### config.mk
export PLATFORM = sky130hd
export DESIGN_NAME = f32_to_f64_widen
export DESIGN_NICKNAME = d
export VERILOG_FILES = /design/src/rtl/fwide_pkg.sv /design/src/rtl/fwide_classify.sv /design/src/rtl/fwide_lzc.sv /design/src/rtl/fwide_assemble.sv /design/src/rtl/f32_to_f64_widen.sv
export SDC_FILE = /design/constraint.sdc
export NUM_CORES = 1
export LEC_CHECK = 0
export BUFFER_PORTS_ARGS = -buffer_cell sky130_fd_sc_hd__buf_4
export CAP_MARGIN = 20
export CELL_PAD_IN_SITES_DETAIL_PLACEMENT = 1
export CELL_PAD_IN_SITES_GLOBAL_PLACEMENT = 1
export CORE_UTILIZATION = 39
export CTS_CLUSTER_SIZE = 25
export DETAILED_ROUTE_END_ITERATION = 8
export GPL_TIMING_DRIVEN = 0
export PLACE_DENSITY = 0.8
export SLEW_MARGIN = 40
export SYNTH_ARGS = -nofsm -noshare
export SYNTH_HDL_FRONTEND = slang
export SYNTH_SLANG_ARGS = --single-unit
### constraint.sdc
create_clock -name clk -period 6.1 [get_ports clk]
set_input_delay 1.22 -clock clk [delete_from_list [all_inputs] [get_ports clk]]
set_output_delay 1.22 -clock clk [all_outputs]
set_load 0.05 [all_outputs]
### src/rtl/fwide_pkg.sv
package fwide_pkg;

  // Magnitude classes found by the front end
  typedef enum logic [1:0] {
    FW_ZERO    = 2'd0,
    FW_SUB     = 2'd1,
    FW_NORM    = 2'd2,
    FW_SPECIAL = 2'd3
  } fw_class_e;

  // Exponent bias of a format with the given exponent width
  function automatic int fw_bias(input int exp_w);
    return (1 << (exp_w - 1)) - 1;
  endfunction

  // Amount added to a source exponent to reach the destination exponent
  function automatic int fw_bias_delta(input int src_exp_w, input int dst_exp_w);
    return fw_bias(dst_exp_w) - fw_bias(src_exp_w);
  endfunction

  // Destination exponent for a subnormal renormalized by 'scale' places
  function automatic int fw_sub_exp(input int bias_delta, input int scale);
    return bias_delta + 1 - scale;
  endfunction

endpackage

### src/rtl/fwide_classify.sv
module fwide_classify
  import fwide_pkg::*;
#(
  parameter int SRC_EXP_W  = 8,
  parameter int SRC_FRAC_W = 23,
  localparam int MAG_W     = SRC_EXP_W + SRC_FRAC_W
) (
  input  logic [MAG_W-1:0] mag,
  output fw_class_e        cls
);

  localparam logic [MAG_W-1:0] MIN_NORM = {{(MAG_W-1){1'b0}}, 1'b1} << SRC_FRAC_W;
  localparam logic [MAG_W-1:0] INF_MAG  = {{SRC_EXP_W{1'b1}}, {SRC_FRAC_W{1'b0}}};

  logic [MAG_W-1:0] off_norm;
  logic             is_norm;
  logic             is_special;
  logic             is_zero;

  // One wrapping compare picks out the normal range
  assign off_norm   = mag - MIN_NORM;
  assign is_norm    = off_norm < (INF_MAG - MIN_NORM);
  assign is_special = mag >= INF_MAG;
  assign is_zero    = mag == '0;

  always_comb begin
    if (is_norm)         cls = FW_NORM;
    else if (is_special) cls = FW_SPECIAL;
    else if (is_zero)    cls = FW_ZERO;
    else                 cls = FW_SUB;
  end

endmodule

### src/rtl/fwide_lzc.sv
module fwide_lzc #(
  parameter int W      = 23,
  localparam int CNT_W = $clog2(W + 1)
) (
  input  logic [W-1:0]     vec,
  output logic [CNT_W-1:0] cnt
);

  // Highest set bit wins; an all-zero vector yields W
  always_comb begin
    cnt = CNT_W'(W);
    for (int i = 0; i < W; i++) begin
      if (vec[i]) cnt = CNT_W'(W - 1 - i);
    end
  end

endmodule

### src/rtl/fwide_assemble.sv
module fwide_assemble
  import fwide_pkg::*;
#(
  parameter int SRC_EXP_W  = 8,
  parameter int SRC_FRAC_W = 23,
  parameter int DST_EXP_W  = 11,
  parameter int DST_FRAC_W = 52,
  localparam int MAG_W     = SRC_EXP_W + SRC_FRAC_W,
  localparam int CNT_W     = $clog2(SRC_FRAC_W + 1),
  localparam int DST_MAG_W = DST_EXP_W + DST_FRAC_W
) (
  input  fw_class_e            cls,
  input  logic [MAG_W-1:0]     mag,
  input  logic [CNT_W-1:0]     lz,
  output logic [DST_MAG_W-1:0] res
);

  localparam int FRAC_SHIFT = DST_FRAC_W - SRC_FRAC_W;
  localparam int BIAS_DELTA = fw_bias_delta(SRC_EXP_W, DST_EXP_W);

  logic [DST_MAG_W-1:0]  mag_ext;
  logic [DST_MAG_W-1:0]  norm_res;
  logic [DST_MAG_W-1:0]  spec_res;
  logic [DST_MAG_W-1:0]  sub_res;
  logic [DST_FRAC_W-1:0] frac_wide;
  logic [DST_FRAC_W-1:0] sub_frac;
  logic [DST_EXP_W-1:0]  sub_exp;
  logic [CNT_W-1:0]      scale;

  assign mag_ext   = DST_MAG_W'(mag);
  assign frac_wide = {mag[SRC_FRAC_W-1:0], {FRAC_SHIFT{1'b0}}};

  // Normal: move fraction and exponent up together, then rebias
  assign norm_res = (mag_ext << FRAC_SHIFT) + (DST_MAG_W'(BIAS_DELTA) << DST_FRAC_W);

  // Infinity / NaN: saturated exponent, payload left-aligned, quiet bit as-is
  assign spec_res = {{DST_EXP_W{1'b1}}, frac_wide};

  // Subnormal: the leading one is shifted out past the fraction top
  assign scale    = lz + CNT_W'(1);
  assign sub_frac = frac_wide << scale;
  assign sub_exp  = DST_EXP_W'(fw_sub_exp(BIAS_DELTA, int'(scale)));
  assign sub_res  = {sub_exp, sub_frac};

  always_comb begin
    unique case (cls)
      FW_NORM:    res = norm_res;
      FW_SPECIAL: res = spec_res;
      FW_SUB:     res = sub_res;
      default:    res = '0;
    endcase
  end

  // a subnormal always has a set fraction bit, so the count stays in range
  always_comb begin
    if (cls == FW_SUB) begin
      p_sub_scale_r2: assert (lz < CNT_W'(SRC_FRAC_W));
    end
  end

endmodule

### src/rtl/f32_to_f64_widen.sv
module f32_to_f64_widen
  import fwide_pkg::*;
#(
  parameter int SRC_EXP_W  = 8,
  parameter int SRC_FRAC_W = 23,
  parameter int DST_EXP_W  = 11,
  parameter int DST_FRAC_W = 52,
  localparam int SRC_W     = 1 + SRC_EXP_W + SRC_FRAC_W,
  localparam int DST_W     = 1 + DST_EXP_W + DST_FRAC_W
) (
  input  logic             clk,
  input  logic             rst,
  input  logic             in_valid,
  input  logic [SRC_W-1:0] in_word,
  output logic             out_valid,
  output logic [DST_W-1:0] out_word
);

  localparam int MAG_W     = SRC_EXP_W + SRC_FRAC_W;
  localparam int CNT_W     = $clog2(SRC_FRAC_W + 1);
  localparam int DST_MAG_W = DST_EXP_W + DST_FRAC_W;

  // Named internal events for the assertions
  logic [MAG_W-1:0]     mag_w;
  fw_class_e            cls_w;
  logic [CNT_W-1:0]     lz_w;
  logic [DST_MAG_W-1:0] mag_res_w;
  logic                 sign_w;

  assign mag_w  = in_word[MAG_W-1:0];
  assign sign_w = in_word[SRC_W-1];

  fwide_classify #(
    .SRC_EXP_W (SRC_EXP_W),
    .SRC_FRAC_W(SRC_FRAC_W)
  ) classify_i (
    .mag(mag_w),
    .cls(cls_w)
  );

  fwide_lzc #(
    .W(SRC_FRAC_W)
  ) lzc_i (
    .vec(mag_w[SRC_FRAC_W-1:0]),
    .cnt(lz_w)
  );

  fwide_assemble #(
    .SRC_EXP_W (SRC_EXP_W),
    .SRC_FRAC_W(SRC_FRAC_W),
    .DST_EXP_W (DST_EXP_W),
    .DST_FRAC_W(DST_FRAC_W)
  ) assemble_i (
    .cls(cls_w),
    .mag(mag_w),
    .lz (lz_w),
    .res(mag_res_w)
  );

  always_ff @(posedge clk) begin
    if (rst) begin
      out_valid <= 1'b0;
      out_word  <= '0;
    end else begin
      out_valid <= in_valid;
      if (in_valid) out_word <= {sign_w, mag_res_w};
    end
  end

  // the strobe follows the input strobe by one clock
  p_valid_follow_r7: assert property (@(posedge clk) disable iff (rst)
    in_valid |=> out_valid);
  p_valid_drop_r7: assert property (@(posedge clk) disable iff (rst)
    !in_valid |=> !out_valid);

  // reset clears the strobe
  p_reset_clear_r8: assert property (@(posedge clk)
    rst |=> !out_valid);

  // the result holds on idle cycles
  p_hold_idle_r9: assert property (@(posedge clk) disable iff (rst)
    !in_valid |=> $stable(out_word));

  // sign carried across
  p_sign_move_r6: assert property (@(posedge clk) disable iff (rst)
    in_valid |=> out_word[DST_W-1] == $past(in_word[SRC_W-1]));

  // zero magnitude stays zero
  p_zero_mag_r3: assert property (@(posedge clk) disable iff (rst)
    (in_valid && mag_w == '0) |=> out_word[DST_MAG_W-1:0] == '0);

  // infinity and NaN saturate the exponent
  p_special_exp_r4: assert property (@(posedge clk) disable iff (rst)
    (in_valid && cls_w == FW_SPECIAL) |=> &out_word[DST_W-2:DST_FRAC_W]);

  // the quiet bit is copied, never forced
  p_quiet_copy_r5: assert property (@(posedge clk) disable iff (rst)
    (in_valid && cls_w == FW_SPECIAL) |=>
      out_word[DST_FRAC_W-1] == $past(in_word[SRC_FRAC_W-1]));

endmodule

==> out/metrics.yaml, run 1 <==
status: "complete, no violations"
min_period_over_period_pct: 93.54
setup_viol: 0
h-tree-depth: 2
total_power_w: 0.0008917
overflow: 0
rsz0062_at_grt: "false"
startpoint_type: "input port"
routabilityCongestion: 0.9738
crit_type: "input port to flip-flop"
initial_core_util_pct: 40.25
worst-endpoint-arrival_ns: 5.88
synth_edf_count: 0
netlist_area_sq_mm: 0.003934
synthXorXnorAreaFrac_pct: 1.145
port_buffers: 58
worst_path_dominant_cell_family: "buffers and inverters"
yosys_most_used_dff: "dfxtp_1"
leakage_nw: 2.048
crit_path_max_incr_delay_ns: 0.64
min_to: "out_word[32]$_SDFFE_PP0P_"
fmax_mhz: 175.3
final_common_cell: "buf_4"
ys_seq_elements: 35
synth_mux_area_share_pct: 11.67
min_period_ns: 5.706
synth_top_family_by_area: "compound AO/OA/AOI/OAI gates"
required_ns: 6.27
synthCells: 527
worstHoldStart: "out_word[32]$_SDFFE_PP0P_"
nFillCells: 1282
die_h_microns: 102.4
clk_pin_slew_ns: 0.08
drtIter0Drc: 339
routed_wl_mm: 16.16
powerDensity_mw_per_mm2: 187.4
min_path_type: "flip-flop to flip-flop"
synth_compound_area_share_pct: 33.37
antenna_found_initial: 1
ant_nets: 0
die_w_microns: 102.4
m1WireLength_mm: 6.865
ff2ff_setup_slack_ns: 4.95
drc_errors: 0
grt_pass1_wl_mm: 24.12
post_cts_resized: 0
ff2ff_path_depth: 5
fin_nets: 659
ys_warn_count: 0
synth_cell_types: 74
cts_root_buffer: "clkbuf_8"
clock_path_buffers: 2
die_area_sq_mm: 0.01049
hold_viol: 0
vdd_drop_max_uv: 74.64
dr_wl_met3_mm: 1.169
grt_max_degree: 13
top_layer_used: "met4"
async_flop_share_pct: 0
maxCapViolCount: 0
avgViaCountPerCell: 6.191
yosys.area_share.simple_pct: 21.15
finalInstanceArea_sq_mm: 0.004757
path_buf_inv: 6
dr_wl_met2_mm: 7.561
grt.total_usage_pct: 30.52
slew_violations: 0
slowest_stage: "o21ai_1"
setup_tns_ns: 0
multiInputGateArea_sq_mm: 0.002811
rows: 36
mostFrequentLayoutCells: "buf_4 (92), nor2_1 (54), nand2_1 (48)"
r2r_end: "out_word[46]$_SDFFE_PP0P_"
synth_adder_area_share_pct: 1.272
coreArea_sq_mm: 0.009774
cts_hold_buf: 0
cp_max_fo: 10
wl_per_cell_microns: 21.44
crit_path_end_kind: "flip-flop"
vias: 4668
cts.sinks: 35
placed_cell_area_sq_mm: 0.004641
grt_pass1_vias: 4370
avgSynthCellArea_sq_um: 7.464
first_pass_iters: 6
crit_top_cell: "clkbuf_1"
path_cells: "clkbuf_1 -> a21oi_1 -> o21ai_1 -> a21oi_2 -> nor2_1 -> inv_1 -> buf_2 -> ha_1 -> clkbuf_1 -> clkbuf_1 -> clkbuf_1 -> a32oi_1 -> a2111oi_0 -> a311oi_1"
post_cts_buffers: 0
insertedDiodeCount: 0
area_growth_pct: 20.93
timing.rr.start: "out_word[46]$_SDFFE_PP0P_"
maxSlewHeadroom_pct: 37.52
seq_area_frac_synth_pct: 17.81
ff_latch_area_sq_um: 700.7
numCtsBuffers: 5
io_pins: 100
dp_hpwl_mm: 12.55
final_util_pct: 48.67
insertion_delay_ns: 0.30
worst_pin_slew_ns: 0.9316
drive_gt1_share_pct: 24.96
fin_skew_ns: 0
holdPathStages: 2
cts_tree: "built"
==> worst register-to-register path, stage by stage, from the launching register on <==
cell	delay (ns)
dfxtp_1	0.36
nand2_1	0.10
nand2_1	0.10
a211o_1	0.10
a21oi_1	0.04
a2111oi_2	0.34
==> final cells by class <==
| type | instances | area share, % |
|---|---|---|
| multi-input combinational | 423 | 59.10 |
| sequential | 35 | 14.73 |
| buffer | 77 | 9.574 |
| timing repair buffer | 58 | 9.153 |
| tap | 133 | 3.498 |
| inverter | 20 | 1.578 |
| clock buffer | 5 | 1.447 |
| clock inverter | 3 | 0.9206 |
==> synth_stat cells (3+ instances only) <==
cell / n / area (sq um)
o21ai_1: 3 / 15.01
o211ai_1: 10 / 75.07
nor3_1: 8 / 40.04
a221oi_1: 5 / 43.79
a311oi_1: 3 / 26.28
o31ai_1: 6 / 45.04
or3_1: 5 / 31.28
o211a_1: 3 / 30.03
mux2_2: 7 / 78.83
buf_4: 34 / 255.2
and3_1: 4 / 25.02
clkbuf_1: 22 / 82.58
a31oi_1: 11 / 68.82
o221ai_1: 5 / 43.79
dfxtp_1: 35 / 700.7
a32oi_1: 9 / 78.83
a2111oi_0: 4 / 35.03
nor2_1: 54 / 202.7
a22oi_1: 8 / 60.06
o21ai_0: 36 / 180.2
a21oi_1: 27 / 135.1
nand2_1: 48 / 180.2
o22a_1: 3 / 26.28
a21o_1: 3 / 22.52
buf_2: 19 / 95.09
mux4_2: 8 / 180.2
nand3_1: 16 / 80.08
and2_1: 6 / 37.54
mux2i_1: 20 / 200.2
a211o_1: 5 / 43.79
a222oi_1: 5 / 50.05
nor4_1: 9 / 56.30
ha_1: 4 / 50.05
nor2b_1: 4 / 25.02
nand2b_1: 7 / 43.79
inv_1: 18 / 67.56
a211oi_1: 8 / 60.06
==> cell families (layout without fill, tap and decap cells) <==
family                     Yosys count  in the layout
and+or+nand+nor                    174            174
AOI/OAI and AO/OA                  178            178
DFF                                 35             35
buffers and inverters               97            163
other                                1             29
muxes                               35             35
adders and majority gates            4              4
xor gates and xnor gates             3              3
==> power by group <==
group | switching [W] | internal, W | total (W)
Clock | 0.0000995 | 0.000122 | 0.000221
Sequential | 0.00000795 | 0.000242 | 0.000250
Combinational | 0.000286 | 0.000134 | 0.000420
Total | 0.000394 | 0.000498 | 0.000892
==> metal layers <==
metal / global-route usage [%] / vias up
met5: 0 / -
met4: 11.76 / 0
met3: 4.378 / 55
met2: 50.26 / 227
met1: 40.11 / 2268
li1: - / 2118
==> worst max-delay path by stage <==
stage	from	end	slack (ns)	depth (start not counted)
after global routing	in_word[14]	out_word[45]$_SDFFE_PP0P_	0.25	14
final	in_word[14]	out_word[45]$_SDFFE_PP0P_	0.39	14
after floorplan	in_word[8]	out_word[45]$_SDFFE_PP0P_	1.47	14
after CTS	in_word[14]	out_word[45]$_SDFFE_PP0P_	0.62	14
after global placement	in_word[14]	out_word[45]$_SDFFE_PP0P_	0.31	14
after detailed placement	in_word[14]	out_word[45]$_SDFFE_PP0P_	0.32	14
==> metrics by stage <==
stage               std cells  worst slack, ns  hold WS (ns)
floorplan                 555            1.473        0.6734
global placement          746           0.3139        0.4431
detailed placement        746           0.3191        0.4561
CTS                       754           0.6203        0.4752
global route              754           0.2549        0.5004
finish                    754           0.3942        0.4701
==> registers in the layout, summed over array words and instances, names as in the netlist <==
register,count
out_valid,1
out_word,34
Power figures use the tool's default switching activity.
==> inputs of run 2 (changes only) <==
Settings changed: BUFFER_PORTS_ARGS -buffer_cell sky130_fd_sc_hd__buf_4 to -buffer_cell sky130_fd_sc_hd__buf_2, CORE_MARGIN set to 5.
==> run 2 against run 1 <==
Against the previous run: core utilization down 2.0 points; sequential power about the same; flip-flop and latch count unchanged; cell count down 0.13%; clock skew unchanged; critical path depth up 2; non-clock buffer count unchanged.
==> out/metrics.yaml, run 2 (synthesis gave the netlist of run 1 again) <==
grt_pass1_wl_mm: 25.45
fin_skew_ns: 0
drtIter0Drc: 345
cts_tree: "built"
setup_viol: 0
antenna_found_initial: 0
finalInstanceArea_sq_mm: 0.004583
post_cts_buffers: 0
grt.total_usage_pct: 25.13
drc_errors: 0
largest_register_ffs: 34
crit_start: "in_word[4]"
min_path_type: "flip-flop to flip-flop"
wl_per_cell_microns: 21.14
worst_pin_slew_ns: 0.8522
clk_pin_slew_ns: 0.08
dp_slack_ns: 0.3366
die_w_microns: 110.4
slew_violations: 0
port_buffers: 58
place_inst: 746
io_pins: 100
die_area_sq_mm: 0.01219
drive_gt1_share_pct: 24.68
overflow: 0
fmax_mhz: 178.2
routabilityCongestion: 0.9680
required_ns: 6.31
ff2ff_path_depth: 4
area_growth_pct: 16.51
cp_max_fo: 10
holdPathStages: 2
startpoint_type: "input port"
status: "complete, no violations"
dp_hpwl_mm: 12.53
first_pass_iters: 7
vias: 4661
mostFrequentLayoutCells: "buf_2 (77), nor2_1 (54), nand2_1 (48)"
placed_cell_area_sq_mm: 0.004496
timing.rr.start: "out_word[45]$_SDFFE_PP0P_"
ant_nets: 0
crit_path_end_kind: "flip-flop"
leakage_nw: 2.010
powerDensity_mw_per_mm2: 180.9
maxCapViolCount: 0
rows: 36
cts.sinks: 35
final_common_cell: "buf_2"
fin_cells: 753
top_regs: "out_word (34), out_valid (1)"
top_register: "out_word"
min_period_over_period_pct: 92.00
grt_pass1_vias: 4675
post_cts_resized: 0
coreArea_sq_mm: 0.009819
vdd_drop_max_uv: 103.0
numCtsBuffers: 5
worstHoldStart: "out_word[31]$_SDFFE_PP0P_"
clock_path_buffers: 2
maxSlewHeadroom_pct: 42.75
insertedDiodeCount: 0
rsz0062_at_grt: "false"
cts_hold_buf: 0
grt_max_degree: 11
worst-endpoint-arrival_ns: 5.83
fin_nets: 659
worst_slack_ns: 0.4883
routed_wl_mm: 15.92
insertion_delay_ns: 0.29
die_h_microns: 110.4
setup_tns_ns: 0
initial_core_util_pct: 40.06
h-tree-depth: 2
hold_viol: 0
avgViaCountPerCell: 6.190
cts_root_buffer: "clkbuf_8"
crit_type: "input port to flip-flop"
min_period_ns: 5.612
-- run 2: worst paths after layout --
| kind | endpoint | slack [ns] |
|---|---|---|
| worst max-delay path | out_word[45]$_SDFFE_PP0P_ | 0.49 |
| worst min-delay path | out_word[31]$_SDFFE_PP0P_ | 0.45 |
| worst max register to register | out_word[45]$_SDFFE_PP0P_ | 4.92 |
| worst min register to register | out_word[31]$_SDFFE_PP0P_ | 0.45 |
-- run 2: through the flow --
stage                     hold WS, ns  total power, W  utilization (%)
after floorplan                0.6734       0.0005453                -
after global placement         0.4346       0.0006390            45.78
after detailed placement       0.4393       0.0006451            45.78
after CTS                      0.4547       0.0008191            46.67
after global routing           0.4853       0.0008660            46.67
final                          0.4489       0.0008290            46.67
-- run 2: where the power goes --
group / switching, W / internal (W) / leakage, nW
clock: 0.0000891 / 0.0000887 / 0.0470
sequential: 0.00000777 / 0.000242 / 0.289
combinational: 0.000280 / 0.000122 / 1.67
total: 0.000376 / 0.000453 / 2.01
-- run 2: cell type report --
class	count	area, sq um
fill	1307	5236
buffer	77	455.4
clock inverter	1	5.005
inverter	20	75.07
clock buffer	6	82.58
timing repair buffer	58	290.3
tap	133	166.4
sequential	35	700.7
multi-input combinational	423	2808
-- run 2: critical path, cell delays in order --
cell and delay, ns:
buf_2 0.08, buf_4 0.17, inv_1 0.08, a221oi_2 0.40, o221a_2 0.37, a21oi_2 0.14
nor2_1 0.21, inv_1 0.11, buf_2 0.22, ha_1 0.35, clkbuf_1 0.50, clkbuf_1 0.54
mux4_2 0.41, a2111oi_0 0.48, a21oi_1 0.22, a311oi_1 0.31
-- run 2: layer usage --
layer | up-vias | share of wire, % | global-route usage (%)
met1 | 2261 | 44 | 34.33
met2 | 249 | 46 | 41.02
li1 | 2113 | - | -
met4 | 0 | 2.7 | 7.471
met3 | 38 | 7.3 | 3.556
met5 | - | 0 | 0
